## config.mk

```make
export PLATFORM = sky130hd
export DESIGN_NAME = fsk_pulse_discriminator
export DESIGN_NICKNAME = d
export VERILOG_FILES = /design/src/rtl/fskd_pkg.sv /design/src/rtl/fskd_edge_sync.sv /design/src/rtl/fskd_oneshot.sv /design/src/rtl/fskd_iir.sv /design/src/rtl/fskd_slicer.sv /design/src/rtl/fsk_pulse_discriminator.sv
export SDC_FILE = /design/constraint.sdc
export NUM_CORES = 1
export LEC_CHECK = 0
export ABC_AREA = 1
export CORE_MARGIN = 4
export CORE_UTILIZATION = 43
export DETAILED_ROUTE_END_ITERATION = 10
export PLACE_DENSITY_LB_ADDON = 0.25
export SLEW_MARGIN = 20
export SYNTH_ARGS = -nofsm -noshare
export SYNTH_HDL_FRONTEND = slang
export SYNTH_SLANG_ARGS = --single-unit
export TNS_END_PERCENT = 30
```

## constraint.sdc

```tcl
create_clock -name clk -period 5.1 [get_ports clk]
set_input_delay 0.51 -clock clk [delete_from_list [all_inputs] [get_ports clk]]
set_output_delay 0.51 -clock clk [all_outputs]
set_load 0.02 [all_outputs]
```

## src/rtl/fskd_pkg.sv

```systemverilog
// Package: shared types and defaults for the edge-counting FSK discriminator.
// Assumes: nothing beyond a standard SystemVerilog compiler.
package fskd_pkg;

    // Tone-to-bit mapping selected by the invert input
    typedef enum logic {
        MAP_FAST_IS_ONE = 1'b0,
        MAP_SLOW_IS_ONE = 1'b1
    } tone_map_e;

    // Default widths for pulse count, filter level and shift amount
    localparam int unsigned DEF_PW_W  = 8;
    localparam int unsigned DEF_LVL_W = 16;
    localparam int unsigned DEF_SH_W  = 4;
    localparam int unsigned DEF_SYNC  = 2;

endpackage

```

## src/rtl/fskd_edge_sync.sv

```systemverilog
// Module: synchronizes the limited tone and flags every transition.
// Assumes: din may be asynchronous to clk; NSTAGE >= 2.
// edge_o is high for one cycle after each change has crossed all stages.
module fskd_edge_sync #(
    parameter int unsigned NSTAGE = 2
) (
    input  logic clk,
    input  logic rst_n,
    input  logic din,
    output logic edge_o
);
    localparam int unsigned NFF = NSTAGE + 1;

    logic [NFF-1:0] stage_q;

    // One flop per stage, plus a history flop used for edge detection
    for (genvar g = 0; g < NFF; g++) begin : g_stage
        if (g == 0) begin : g_first
            // First capture of the raw input
            always_ff @(posedge clk) begin
                if (!rst_n) stage_q[0] <= 1'b0;
                else        stage_q[0] <= din;
            end
        end else begin : g_next
            // Shift the sample one stage further
            always_ff @(posedge clk) begin
                if (!rst_n) stage_q[g] <= 1'b0;
                else        stage_q[g] <= stage_q[g-1];
            end
        end
    end

    // Transition between the last synchronized sample and the one before
    always_comb edge_o = stage_q[NFF-1] ^ stage_q[NFF-2];

endmodule

```

## src/rtl/fskd_oneshot.sv

```systemverilog
// Module: retriggerable one-shot that turns each edge into a fixed-length pulse.
// Assumes: len is steady while a pulse runs; len = 0 disables the pulse.
module fskd_oneshot #(
    parameter int unsigned PW_W = 8
) (
    input  logic            clk,
    input  logic            rst_n,
    input  logic            trig,
    input  logic [PW_W-1:0] len,
    output logic            pulse
);
    logic [PW_W-1:0] cnt_q;

    // Reload on every trigger, otherwise count down to zero
    always_ff @(posedge clk) begin
        if (!rst_n)           cnt_q <= '0;
        else if (trig)        cnt_q <= len;
        else if (cnt_q != '0) cnt_q <= cnt_q - 1'b1;
    end

    // Pulse is high while the count is nonzero
    always_comb pulse = (cnt_q != '0);

endmodule

```

## src/rtl/fskd_iir.sv

```systemverilog
// Module: first-order recursive low-pass filter, y += (x - y) >>> k.
// Assumes: the input is a one-bit pulse mapped to 0 or full scale.
// Rounding of the arithmetic shift is toward minus infinity.
module fskd_iir #(
    parameter int unsigned LVL_W = 16,
    parameter int unsigned SH_W  = 4
) (
    input  logic             clk,
    input  logic             rst_n,
    input  logic             pulse,
    input  logic [SH_W-1:0]  shift,
    output logic [LVL_W-1:0] y
);
    localparam int unsigned DW = LVL_W + 1;
    localparam logic [LVL_W-1:0] FULL = {LVL_W{1'b1}};

    logic [LVL_W-1:0]     x;
    logic signed [DW-1:0] diff;
    logic signed [DW-1:0] step;
    logic [LVL_W-1:0]     y_next;

    // Map the pulse to the filter input and form the shifted error
    always_comb begin
        x      = pulse ? FULL : '0;
        diff   = $signed({1'b0, x}) - $signed({1'b0, y});
        step   = diff >>> shift;
        y_next = y + step[LVL_W-1:0];
    end

    // Hold the filter state
    always_ff @(posedge clk) begin
        if (!rst_n) y <= '0;
        else        y <= y_next;
    end

endmodule

```

## src/rtl/fskd_slicer.sv

```systemverilog
// Module: registered comparator with selectable polarity.
// Assumes: thresh and map change only between decisions.
module fskd_slicer #(
    parameter int unsigned LVL_W = 16
) (
    input  logic                 clk,
    input  logic                 rst_n,
    input  logic [LVL_W-1:0]     lvl,
    input  logic [LVL_W-1:0]     thresh,
    input  fskd_pkg::tone_map_e  map,
    output logic                 bit_o
);
    logic above;

    // Raw decision before polarity
    always_comb above = (lvl > thresh);

    // Register the decision with the selected polarity
    always_ff @(posedge clk) begin
        if (!rst_n) bit_o <= 1'b0;
        else        bit_o <= (map == fskd_pkg::MAP_SLOW_IS_ONE) ? ~above : above;
    end

endmodule

```

## src/rtl/fsk_pulse_discriminator.sv

```systemverilog
// Module: top of the edge-counting FSK discriminator.
// Chain: synchronizer/edge detect -> one-shot -> low-pass filter -> slicer.
// Assumes: lim_in is a squared tone; the configuration inputs are quasi-static.
module fsk_pulse_discriminator #(
    parameter int unsigned PW_W  = fskd_pkg::DEF_PW_W,
    parameter int unsigned LVL_W = fskd_pkg::DEF_LVL_W,
    parameter int unsigned SH_W  = fskd_pkg::DEF_SH_W,
    parameter int unsigned NSYNC = fskd_pkg::DEF_SYNC
) (
    input  logic             clk,
    input  logic             rst_n,
    input  logic             lim_in,
    input  logic [PW_W-1:0]  pulse_len,
    input  logic [SH_W-1:0]  filt_shift,
    input  logic [LVL_W-1:0] thresh,
    input  logic             invert,
    output logic             data_out,
    output logic [LVL_W-1:0] level
);
    logic                edge_det;
    logic                pulse;
    fskd_pkg::tone_map_e map_sel;

    // Decode the polarity input into the mapping type
    always_comb map_sel = fskd_pkg::tone_map_e'(invert);

    fskd_edge_sync #(.NSTAGE(NSYNC)) u_sync (
        .clk    (clk),
        .rst_n  (rst_n),
        .din    (lim_in),
        .edge_o (edge_det)
    );

    fskd_oneshot #(.PW_W(PW_W)) u_shot (
        .clk   (clk),
        .rst_n (rst_n),
        .trig  (edge_det),
        .len   (pulse_len),
        .pulse (pulse)
    );

    fskd_iir #(.LVL_W(LVL_W), .SH_W(SH_W)) u_lpf (
        .clk   (clk),
        .rst_n (rst_n),
        .pulse (pulse),
        .shift (filt_shift),
        .y     (level)
    );

    fskd_slicer #(.LVL_W(LVL_W)) u_slice (
        .clk    (clk),
        .rst_n  (rst_n),
        .lvl    (level),
        .thresh (thresh),
        .map    (map_sel),
        .bit_o  (data_out)
    );

endmodule

```

==> results_tabular.tex, run 1 <==
\begin{tabular}{lr}
\hline
Metric & Value \\
\hline
\multicolumn{2}{l}{\textbf{CTS}} \\
\quad Maximum clock path buffer count & 2 \\
\quad TritonCTS Buffers & 3 \\
\quad Quantity of hold-fixing buffers added after cts & 0 \\
\quad Reg clk slew, reported paths & about 0.090 ns \\
\quad Root cell of the clock tree & clkbuf\_8 \\
\quad Clk Latency, worst-skew pair & 0.27 ns \\
\quad H-Tree Level Count & 1 \\
\quad Clock net sink count & 28 \\
\quad Clock tree from TritonCTS & done \\
\multicolumn{2}{l}{\textbf{Worst setup path}} \\
\quad Crit Path Max Fanout & 16 \\
\quad Reg2Reg Setup Slack & 0.32 ns \\
\quad Reg2Reg Capture Point & u\_lpf.y[10]\$\_SDFF\_PN0\_ \\
\quad Endpoint type of the worst setup path & flop \\
\quad Buffer and inverter count on the worst path & 4 \\
\quad Worst Setup Path Type & flop to flop \\
\quad Critical-path top delay cell & fa\_1 \\
\quad Count of cells along the worst register-to-register path & 34 \\
\quad Cell family contributing the most delay on the critical path & simple AND/OR/NAND/NOR gates \\
\quad Most prevalent standard cell on the critical path & nand2\_1 \\
\quad Data arrival time at the worst-slack endpoint & 4.99 ns \\
\quad Critical Path Source Type & flop \\
\quad Largest stage delay on the critical path & 0.40 ns \\
\quad Startpoint of the worst-slack reg-to-reg timing path & u\_shot.cnt\_q[0]\$\_SDFFE\_PN0P\_ \\
\quad Worst path required time & between 5 and 6 ns \\
\multicolumn{2}{l}{\textbf{Placement}} \\
\quad Post-detailed-placement half-perimeter wirelength & 8270 um \\
\quad Weighted congestion reported at the end of routability-driven placement & 0.923 \\
\quad Cell area after placement & 4240 um\^{}2 \\
\quad Port Buffer Count & between 40 and 50 \\
\multicolumn{2}{l}{\textbf{GRT}} \\
\quad Antenna violations before repair & 0 \\
\quad Global route total overflow & 0 \\
\quad Total global routing track utilization & 0.197 \\
\quad Number of global-route vias before repair & 3689 \\
\quad Pin count of the biggest net entering global routing & 22 \\
\quad Wire length of the first global-routing pass & between 15000 and 20000 um \\
\multicolumn{2}{l}{\textbf{Layout}} \\
\quad Layout cell share with drive strength beyond 1 & 0.0847 \\
\quad Number of nets in the layout & approximately 730 \\
\quad Filler cell count in the final layout & 868 \\
\quad Layout overhead on the synthesized area & 20.8\% \\
\quad Multi-input logic area & 2730 um\^{}2 \\
\quad Finished layout cell area & 4380 um\^{}2 \\
\quad Sequential cell area & 561 um\^{}2 \\
\quad Antenna diode instance count & 0 \\
\multicolumn{2}{l}{\textbf{Detailed routing}} \\
\quad Drt first-iter violations & 237 \\
\quad First drt pass iteration count & 5 \\
\quad Drt wl/cell & between 10 and 15 um \\
\quad Post-route ant nets & 0 \\
\quad Number of vias per cell after detailed routing & 5.18 \\
\quad Drc violations & 0 \\
\quad Vias after detailed routing & 3906 \\
\quad DRT Wirelength & approximately 10000 um \\
\multicolumn{2}{l}{\textbf{STA}} \\
\quad Final count of negative-setup-slack endpoints & 0 \\
\quad Final Cycle Share & 0.937 \\
\quad Final clock skew & 0.00224 ns \\
\quad Highest attainable clock frequency & 209 MHz \\
\quad Final setup TNS & 0 ns \\
\quad Final slew viol count & 0 \\
\quad Slew of the pin with the lowest slew margin & 0.726 ns \\
\quad Worst slew margin relative to its limit & 0.514 \\
\quad Endpoints failing hold & 0 \\
\quad Period minus WS final & about 4.8 ns \\
\multicolumn{2}{l}{\textbf{Synth}} \\
\quad Synth Net Count & 681 \\
\quad Sequential fraction of the synthesis area & 0.154 \\
\quad Number of cells produced by synthesis & 598 \\
\quad Distinct cell type count after synthesis & 42 \\
\quad Summed instance area of the synthesized netlist & 3630 um\^{}2 \\
\quad Number of enable flip-flop cells after synthesis & 0 \\
\quad Flip-flop and latch count after synthesis & 28 \\
\quad Yosys warnings & 0 \\
\quad Most frequently used flop master after synthesis & dfxtp\_1 \\
\quad Post-synthesis average cell area & 6.07 um\^{}2 \\
\quad Proportion of synthesized flip-flops having asynchronous set or reset & 0 \\
\multicolumn{2}{l}{\textbf{Hold path}} \\
\quad Worst hold path class & flop to flop \\
\quad Worst hold path cell count & 2 \\
\quad Hold path startpoint & u\_sync.stage\_q[0]\$\_SDFF\_PN0\_ \\
\quad Hold worst-path end & u\_sync.stage\_q[1]\$\_SDFF\_PN0\_ \\
\multicolumn{2}{l}{\textbf{Floorplan}} \\
\quad Die width & 99.9 um \\
\quad Die height & 99.9 um \\
\quad Number of core rows & 33 \\
\quad Io pins & 49 \\
\quad Initial cell density of the core & 0.442 \\
\quad Placeable core area & 8220 um\^{}2 \\
\quad Area of the die & between 9000 and 10000 um\^{}2 \\
\multicolumn{2}{l}{\textbf{Flow run}} \\
\quad Max-cap violation count & 0 \\
\multicolumn{2}{l}{\textbf{Run status}} \\
\quad Outcome & finished, final reports clean \\
\hline
\end{tabular}
Yosys cell counts, types with 2 or more instances:
master	instances	area share
nand2_1	156	0.16
inv_1	86	0.089
a21oi_1	53	0.073
nand3_1	51	0.070
ha_1	49	0.17
o21ai_0	38	0.052
nor2_1	36	0.037
dfxtp_1	28	0.15
nand2_2	7	0.012
xor2_1	7	0.017
nand4_1	6	0.010
nor3_1	6	0.0083
xnor2_1	6	0.014
a21oi_2	5	0.012
clkbuf_1	5	0.0052
inv_2	5	0.0052
o21ai_2	5	0.012
a211oi_1	4	0.0083
o21ai_1	4	0.0055
a31oi_1	3	0.0052
buf_1	3	0.0031
clkinv_1	3	0.0031
o21a_1	3	0.0062
or2_1	3	0.0052
a21o_1	2	0.0041
and3_1	2	0.0034
buf_2	2	0.0028
fa_1	2	0.011
nand3_2	2	0.0055
o211ai_1	2	0.0041
o21bai_1	2	0.0041
o22ai_1	2	0.0034
cell type report:
class | instances | area share
well taps | 105 | 0.0300
repair buffers | 59 | 0.129
inverters | 94 | 0.0805
clock buffers | 3 | 0.00942
multi-input cells | 465 | 0.623
flip-flops and latches | 28 | 0.128
worst max path at each step:
stage	start	to	cells past startpoint
finish	u_shot.cnt_q[0]$_SDFFE_PN0P_	u_lpf.y[10]$_SDFF_PN0_	34
floorplan	u_shot.cnt_q[0]$_SDFFE_PN0P_	u_lpf.y[12]$_SDFF_PN0_	34
detailed placement	u_shot.cnt_q[0]$_SDFFE_PN0P_	u_lpf.y[12]$_SDFF_PN0_	34
CTS	u_shot.cnt_q[0]$_SDFFE_PN0P_	u_lpf.y[12]$_SDFF_PN0_	34
global route	u_shot.cnt_q[0]$_SDFFE_PN0P_	u_lpf.y[9]$_SDFF_PN0_	37
global placement	u_shot.cnt_q[0]$_SDFFE_PN0P_	u_lpf.y[12]$_SDFF_PN0_	34
worst min-delay path: stages, from the launching register on:
cell	delay, ns
dfxtp_1	0.32
nand2_1	0.05
inv_1	0.04
flip-flops by register name, summed over array words and instances (netlist names):
signal and cells:
u_lpf.y 16, u_shot.cnt_q 8, u_sync.stage_q 3, u_slice.bit_o 1
cell families after synthesis:
group,synth area share
compound gates,0.202
xor+xnor,0.0314
buf+inv,0.110
simple gates,0.319
mux,0.00276
fa+ha+maj,0.180
flops,0.154
what timing repair did:
action	CTS	global route
gates resized for setup	2	19
setup endpoints to repair	1	8
setup buffers	1	4
pin swaps	1	7
metal layers:
| layer | up-vias | part of all wire | wire (um) | global-route usage |
|---|---|---|---|---|
| met2 | 73 | 0.46 | 4610 | 0.331 |
| li1 | 2076 | - | - | - |
| met4 | 0 | 0.020 | 202 | 0.0525 |
| met5 | - | 0 | 0 | 0 |
| met3 | 20 | 0.034 | 342 | 0.0125 |
| met1 | 1737 | 0.48 | 4820 | 0.273 |
per-stage QoR:
stage	hold slack [ns]	utilization	worst slack [ns]	std cells
2_1_floorplan	0.390	-	0.306	598
3_3_place_gp	0.402	0.516	0.162	746
3_5_place_dp	0.406	0.516	-0.0426	746
4_1_cts	0.427	0.523	0.0294	750
5_1_grt	0.476	0.534	-0.0518	754
6_report	0.425	0.534	0.322	754
cell usage in the layout, fill, tap and decap left out, types with 8 or more instances in the layout:
cell and instances:
nand2_1 155, inv_1 84, a21oi_1 52, nand2_2 8, nor2_1 35, clkdlybuf4s50_1 48
dfxtp_1 28, buf_4 10, o21ai_0 34, nand3_1 51, ha_1 47
Power of run 1 is left out: the tool's default activity adds up to more than one toggle a clock period on the data nets, which glitch-free logic cannot reach.
==> run 2, diff against run 1 <==
Settings changed: GPL_ROUTABILITY_DRIVEN set to 0, SETUP_SLACK_MARGIN set to 0.15, SKIP_CTS_REPAIR_TIMING set to 1.
==> results_tabular.tex, run 2 (same netlist as run 1, synthesis figures left out) <==
\begin{tabular}{lr}
\hline
Metric & Value \\
\hline
\multicolumn{2}{l}{\textbf{Run status}} \\
\quad Outcome & finished, final reports clean \\
\multicolumn{2}{l}{\textbf{CTS}} \\
\quad Clock net sink count & 28 (unchanged) \\
\quad Root cell of the clock tree & clkbuf\_8 \\
\quad TritonCTS Buffers & 3 (unchanged) \\
\quad H-Tree Level Count & 1 (unchanged) \\
\quad Clock tree from TritonCTS & done \\
\quad Maximum clock path buffer count & 2 (unchanged) \\
\quad Clk Latency, worst-skew pair & 0.28 ns (about the same) \\
\quad Reg clk slew, reported paths & 0.11 ns (+0.02 ns) \\
\multicolumn{2}{l}{\textbf{Floorplan}} \\
\quad Area of the die & 9980 um\^{}2 (unchanged) \\
\quad Placeable core area & 8220 um\^{}2 (unchanged) \\
\quad Io pins & 49 (unchanged) \\
\quad Die height & 99.9 um (unchanged) \\
\quad Number of core rows & 33 (unchanged) \\
\quad Die width & 99.9 um (unchanged) \\
\quad Initial cell density of the core & 0.442 (unchanged) \\
\multicolumn{2}{l}{\textbf{Layout}} \\
\quad Most frequent cells in the layout & 139 x nand2\_1, 82 x inv\_1, 51 x a21oi\_1 \\
\quad Register name with the most flops & u\_lpf.y \\
\quad Most frequent standard cell in the layout excluding fill and tap cells & nand2\_1 \\
\quad Sequential cell area & 563 um\^{}2 (+0.45\%) \\
\quad Layout cell share with drive strength beyond 1 & 0.161 (+0.0758) \\
\quad Number of flip-flops in the largest register & 16 (unchanged) \\
\quad Number of nets in the layout & 738 (+0.54\%) \\
\quad Layout overhead on the synthesized area & 29.3\% \\
\quad Biggest registers after layout & u\_lpf.y (16), u\_shot.cnt\_q (8), u\_sync.stage\_q (3) \\
\quad Antenna diode instance count & 0 (unchanged) \\
\quad Filler cell count in the final layout & 804 (-7.4\%) \\
\quad Multi-input logic area & 2970 um\^{}2 (+8.6\%) \\
\multicolumn{2}{l}{\textbf{Worst setup path}} \\
\quad Reg2Reg Setup Slack & 0.38 ns (+0.06 ns) \\
\quad Startpoint of the worst-slack reg-to-reg timing path & u\_shot.cnt\_q[1]\$\_SDFFE\_PN0P\_ \\
\quad Worst Setup Path Type & flop to flop \\
\quad Count of cells along the worst register-to-register path & 36 (+5.9\%) \\
\quad Critical-path top delay cell & fa\_2 \\
\quad Endpoint type of the worst setup path & flop \\
\quad Most prevalent standard cell on the critical path & nand2\_1 \\
\quad Largest stage delay on the critical path & 0.39 ns (about the same) \\
\quad Worst path required time & 5.31 ns (about the same) \\
\quad Data arrival time at the worst-slack endpoint & 4.93 ns (-0.06 ns) \\
\quad Reg2Reg Capture Point & u\_lpf.y[10]\$\_SDFF\_PN0\_ \\
\quad Critical Path Source Type & flop \\
\quad Crit Path Max Fanout & 4 (-12) \\
\multicolumn{2}{l}{\textbf{STA}} \\
\quad Slew of the pin with the lowest slew margin & 0.749 ns (+0.0228 ns) \\
\quad Setup repair after global routing missed its margin & no \\
\quad Final clock skew & 0.00910 ns (+0.00686 ns) \\
\quad Period minus WS final & 4.72 ns (-0.0606 ns) \\
\quad Worst slew margin relative to its limit & 0.499 (-0.0153) \\
\quad Endpoints failing hold & 0 (unchanged) \\
\quad Final Cycle Share & 0.925 (-0.0119) \\
\quad Final slew viol count & 0 (unchanged) \\
\quad Hold slack & 0.426 ns (+0.000562 ns) \\
\quad Final setup TNS & 0 ns (unchanged) \\
\quad Final count of negative-setup-slack endpoints & 0 (unchanged) \\
\quad Highest attainable clock frequency & 212 MHz (+1.3\%) \\
\multicolumn{2}{l}{\textbf{Detailed routing}} \\
\quad Number of vias per cell after detailed routing & 5.22 (+0.77\%) \\
\quad DRT Wirelength & 10300 um (+3.3\%) \\
\quad Drc violations & 0 (unchanged) \\
\quad Drt first-iter violations & 254 (+7.2\%) \\
\quad Drt wl/cell & 13.6 um (+2.6\%) \\
\quad Post-route ant nets & 0 (unchanged) \\
\quad First drt pass iteration count & 5 (unchanged) \\
\quad Vias after detailed routing & 3962 (+1.4\%) \\
\multicolumn{2}{l}{\textbf{Flow run}} \\
\quad Max-cap violation count & 0 (unchanged) \\
\multicolumn{2}{l}{\textbf{Hold path}} \\
\quad Worst hold path class & flop to flop \\
\quad Hold path startpoint & u\_sync.stage\_q[0]\$\_SDFF\_PN0\_ \\
\quad Hold worst-path end & u\_sync.stage\_q[1]\$\_SDFF\_PN0\_ \\
\quad Worst hold path cell count & 2 (unchanged) \\
\multicolumn{2}{l}{\textbf{GRT}} \\
\quad Total global routing track utilization & 0.195 (-0.00195) \\
\quad Number of global-route vias before repair & 3635 (-1.5\%) \\
\quad Wire length of the first global-routing pass & 16300 um (-1.3\%) \\
\quad Antenna violations before repair & 0 (unchanged) \\
\quad Pin count of the biggest net entering global routing & 22 (unchanged) \\
\quad Global route total overflow & 0 (unchanged) \\
\multicolumn{2}{l}{\textbf{Placement}} \\
\quad Post-detailed-placement half-perimeter wirelength & 8040 um (-2.8\%) \\
\quad Port Buffer Count & 48 (unchanged) \\
\hline
\end{tabular}
run 2: cell types whose count changed in the layout (fill, tap and decap cells not counted), sizes merged:
cell / before / now
buf: 11 / 15
bufinv: 0 / 1
run 2: routing by layer:
layer	vias to the layer above	global-route usage	share of wire
met5	-	0	0
met3	10	0.0208	0.043
met2	80	0.328	0.48
met4	0	0.0483	0.014
li1	2094	-	-
met1	1778	0.266	0.46
run 2: worst max-delay path: cells and delay by family (launching register included):
family	cells	cell delay, ns
simple gates	18	1.58
fa+ha+maj	5	1.24
compound gates	8	0.99
buf+inv	5	0.48
flops	1	0.33
run 2: final cells by class:
type	count	share of cell area
multi-input cells	465	0.632
repair buffers	63	0.130
flip-flops and latches	28	0.120
inverters	94	0.0752
well taps	105	0.0280
clock buffers	3	0.00880
clock inverters	1	0.00640
run 2: worst max-delay path by stage:
stage | start | end | slack [ns] | depth (start not counted)
after global placement | u_shot.cnt_q[0]$_SDFFE_PN0P_ | u_lpf.y[12]$_SDFF_PN0_ | 0.24 | 34
after global routing | u_shot.cnt_q[1]$_SDFFE_PN0P_ | u_lpf.y[10]$_SDFF_PN0_ | 0.05 | 36
after CTS | u_shot.cnt_q[0]$_SDFFE_PN0P_ | u_lpf.y[12]$_SDFF_PN0_ | 0.05 | 34
after floorplan | u_shot.cnt_q[0]$_SDFFE_PN0P_ | u_lpf.y[12]$_SDFF_PN0_ | 0.31 | 34
final | u_shot.cnt_q[1]$_SDFFE_PN0P_ | u_lpf.y[10]$_SDFF_PN0_ | 0.38 | 36
after detailed placement | u_shot.cnt_q[0]$_SDFFE_PN0P_ | u_lpf.y[12]$_SDFF_PN0_ | 0.09 | 34
run 2: per-stage QoR:
step	worst slack [ns]	area (um^2)	cells	util
floorplan	0.306	3630	598	-
CTS	0.0511	4300	748	0.523
global placement	0.244	4220	744	0.514
global route	0.0517	4690	759	0.571
detailed placement	0.0868	4220	744	0.514
finish	0.382	4690	759	0.571
Power of run 2 is left out for the same reason.
==> run 3, diff against run 2 <==
Settings changed: SYNTH_HIERARCHICAL set to 1.
==> results_tabular.tex, run 3 <==
\begin{tabular}{lr}
\hline
Metric & Value \\
\hline
\multicolumn{2}{l}{\textbf{Run status}} \\
\quad Outcome & finished, final reports clean \\
\multicolumn{2}{l}{\textbf{Hold path}} \\
\quad Worst hold path class & flop to flop \\
\quad Worst hold path cell count & 2 (unchanged) \\
\multicolumn{2}{l}{\textbf{STA}} \\
\quad Period minus WS final & 4.62 ns (-0.0998 ns) \\
\quad Final setup TNS & 0 ns (unchanged) \\
\quad Endpoints failing hold & 0 (unchanged) \\
\quad Slew of the pin with the lowest slew margin & 0.766 ns (+0.0169 ns) \\
\quad Final count of negative-setup-slack endpoints & 0 (unchanged) \\
\quad Final Cycle Share & 0.905 (-0.0196) \\
\quad Highest attainable clock frequency & 217 MHz (+2.2\%) \\
\quad Final clock skew & 0.00268 ns (-0.00642 ns) \\
\quad Setup repair after global routing missed its margin & no \\
\quad Final slew viol count & 0 (unchanged) \\
\quad Worst slew margin relative to its limit & 0.488 (-0.0113) \\
\multicolumn{2}{l}{\textbf{GRT}} \\
\quad Global route total overflow & 0 (unchanged) \\
\quad Pin count of the biggest net entering global routing & 23 (+4.5\%) \\
\quad Total global routing track utilization & 0.194 (-0.000632) \\
\quad Number of global-route vias before repair & 3743 (+3.0\%) \\
\quad Antenna violations before repair & 0 (unchanged) \\
\quad Wire length of the first global-routing pass & 16600 um (+1.8\%) \\
\multicolumn{2}{l}{\textbf{Synth}} \\
\quad Most common library cells after synthesis & 169 x nand2\_1, 87 x inv\_1, 62 x nand3\_1 \\
\quad Largest family of logic cells by synthesized area & simple AND/OR/NAND/NOR gates \\
\quad Area leader, netlist & nand2\_1 \\
\quad Share of synthesized cell area in and, or, nand and nor gates & 0.360 (+0.0411) \\
\quad Proportion of synthesized flip-flops having asynchronous set or reset & 0 (unchanged) \\
\quad Yosys warnings & 6 (+6) \\
\quad Synth Net Count & 702 (+3.1\%) \\
\quad Post-synthesis average cell area & 6.09 um\^{}2 (+0.27\%) \\
\quad Cell types with the largest area share after synthesis & nand2\_1 17\%, ha\_1 17\%, dfxtp\_1 15\% \\
\quad Flip-flop and latch count after synthesis & 28 (unchanged) \\
\quad Distinct cell type count after synthesis & 45 (+7.1\%) \\
\quad Multiplexer fraction of the synthesized cell area & 0.00266 (-0.0000963) \\
\quad Count leader, synth & nand2\_1 \\
\quad Number of cells produced by synthesis & 618 (+3.3\%) \\
\quad Fraction of the mapped netlist area in compound gates & 0.172 (-0.0300) \\
\quad Summed instance area of the synthesized netlist & 3760 um\^{}2 (+3.6\%) \\
\quad Adder-Cell Fraction of Synth Area & 0.177 (-0.00296) \\
\quad Post-synth top area share & 0.169 (-0.000245) \\
\quad Most frequently used flop master after synthesis & dfxtp\_1 \\
\quad Number of enable flip-flop cells after synthesis & 0 (unchanged) \\
\quad Area share of xor/xnor cells in the synthesized design & 0.0303 (-0.00110) \\
\quad Sequential fraction of the synthesis area & 0.149 (-0.00539) \\
\multicolumn{2}{l}{\textbf{Detailed routing}} \\
\quad DRT Wirelength & 10100 um (-1.9\%) \\
\quad Drc violations & 0 (unchanged) \\
\quad Vias after detailed routing & 4071 (+2.8\%) \\
\quad Drt first-iter violations & 286 (+13\%) \\
\quad Number of vias per cell after detailed routing & 5.31 (+1.7\%) \\
\quad Post-route ant nets & 0 (unchanged) \\
\quad Drt wl/cell & 13.2 um (-3.0\%) \\
\quad First drt pass iteration count & 5 (unchanged) \\
\multicolumn{2}{l}{\textbf{Layout}} \\
\quad Most frequent standard cell in the layout excluding fill and tap cells & nand2\_1 \\
\quad Layout overhead on the synthesized area & 20.0\% \\
\quad Sequential cell area & 562 um\^{}2 (-0.22\%) \\
\quad Number of nets in the layout & 747 (+1.2\%) \\
\quad Register name with the most flops & u\_lpf/y \\
\quad Number of flip-flops in the largest register & 16 (unchanged) \\
\quad Most frequent cells in the layout & 168 x nand2\_1, 86 x inv\_1, 61 x nand3\_1 \\
\quad Antenna diode instance count & 0 (unchanged) \\
\quad Filler cell count in the final layout & 834 (+3.7\%) \\
\quad Layout cell share with drive strength beyond 1 & 0.0937 (-0.0669) \\
\quad Multi-input logic area & 2890 um\^{}2 (-2.5\%) \\
\quad Biggest registers after layout & u\_lpf/y (16), u\_shot/cnt\_q (8), u\_sync/stage\_q (3) \\
\multicolumn{2}{l}{\textbf{Worst setup path}} \\
\quad Count of cells along the worst register-to-register path & 30 (-17\%) \\
\quad Critical Path Source Type & flop \\
\quad Critical-path top delay cell & ha\_1 \\
\quad Worst Setup Path Type & flop to flop \\
\quad Worst path required time & 5.27 ns (-0.04 ns) \\
\quad Crit Path Max Fanout & 15 (+11) \\
\quad Data arrival time at the worst-slack endpoint & 4.79 ns (-0.14 ns) \\
\quad Endpoint type of the worst setup path & flop \\
\quad Most prevalent standard cell on the critical path & nand2\_1 \\
\quad Largest stage delay on the critical path & 0.47 ns (+0.08 ns) \\
\multicolumn{2}{l}{\textbf{Floorplan}} \\
\quad Area of the die & 10300 um\^{}2 (+3.3\%) \\
\quad Placeable core area & 8380 um\^{}2 (+2.0\%) \\
\quad Initial cell density of the core & 0.449 (+0.00697) \\
\quad Die height & 102 um (+1.7\%) \\
\quad Die width & 102 um (+1.7\%) \\
\quad Number of core rows & 33 (unchanged) \\
\quad Io pins & 49 (unchanged) \\
\multicolumn{2}{l}{\textbf{CTS}} \\
\quad H-Tree Level Count & 1 (unchanged) \\
\quad TritonCTS Buffers & 3 (unchanged) \\
\quad Clock tree from TritonCTS & done \\
\quad Root cell of the clock tree & clkbuf\_8 \\
\quad Clk Latency, worst-skew pair & 0.28 ns (about the same) \\
\quad Clock net sink count & 28 (unchanged) \\
\quad Reg clk slew, reported paths & 0.10 ns (about the same) \\
\quad Maximum clock path buffer count & 2 (unchanged) \\
\multicolumn{2}{l}{\textbf{Placement}} \\
\quad Post-detailed-placement half-perimeter wirelength & 8270 um (+2.9\%) \\
\quad Port Buffer Count & 48 (unchanged) \\
\multicolumn{2}{l}{\textbf{Flow run}} \\
\quad Max-cap violation count & 0 (unchanged) \\
\hline
\end{tabular}
## run 3: per-layer routing
metal	track usage	vias up	share of wire
met5	0	-	0
met4	0.0511	0	0.018
met3	0.0138	17	0.043
met2	0.332	100	0.47
met1	0.264	1832	0.47
li1	-	2122	-
## run 3: critical path, delay by kind of cell, from the launching register on
kind | cells | cell delay, ns
fa+ha+maj | 4 | 1.29
buf+inv | 4 | 0.47
compound gates | 7 | 0.79
simple gates | 15 | 1.60
flops | 1 | 0.35
## run 3: cell families (layout without fill, tap and decap cells)
group                      after synthesis  after routing
AOI/OAI and AO/OA                      116            116
xor gates and xnor gates                13             13
buffers and inverters                  105            149
muxes                                    1              1
DFF                                     28             28
and+or+nand+nor                        303            303
adders and majority gates               52             52
## run 3: layout make-up
type	instances	area share
flip-flops and latches	28	0.125
clock buffers	3	0.00915
multi-input cells	485	0.641
clock inverters	1	0.00666
well taps	105	0.0291
inverters	94	0.0782
repair buffers	51	0.111
## run 3: stage by stage
step	instance area [um^2]	instances	utilization	hold WS (ns)	setup slack, ns
after global routing	4510	767	0.538	0.468	0.119
after floorplan	3760	618	-	0.386	0.573
after CTS	4410	767	0.526	0.423	0.324
after detailed placement	4340	763	0.518	0.408	0.362
final	4510	767	0.538	0.417	0.482
after global placement	4340	763	0.518	0.410	0.393
## run 3: final timing paths
kind / startpoint / to / slack [ns]
min reg2reg: u_sync/stage_q[0]$_SDFF_PN0_ / u_sync/stage_q[1]$_SDFF_PN0_ / 0.42
max: u_shot/cnt_q[0]$_SDFFE_PN0P_ / u_lpf/y[12]$_SDFF_PN0_ / 0.48
max reg2reg: u_shot/cnt_q[0]$_SDFFE_PN0P_ / u_lpf/y[12]$_SDFF_PN0_ / 0.48
min: u_sync/stage_q[0]$_SDFF_PN0_ / u_sync/stage_q[1]$_SDFF_PN0_ / 0.42
Power of run 3 is left out for the same reason.
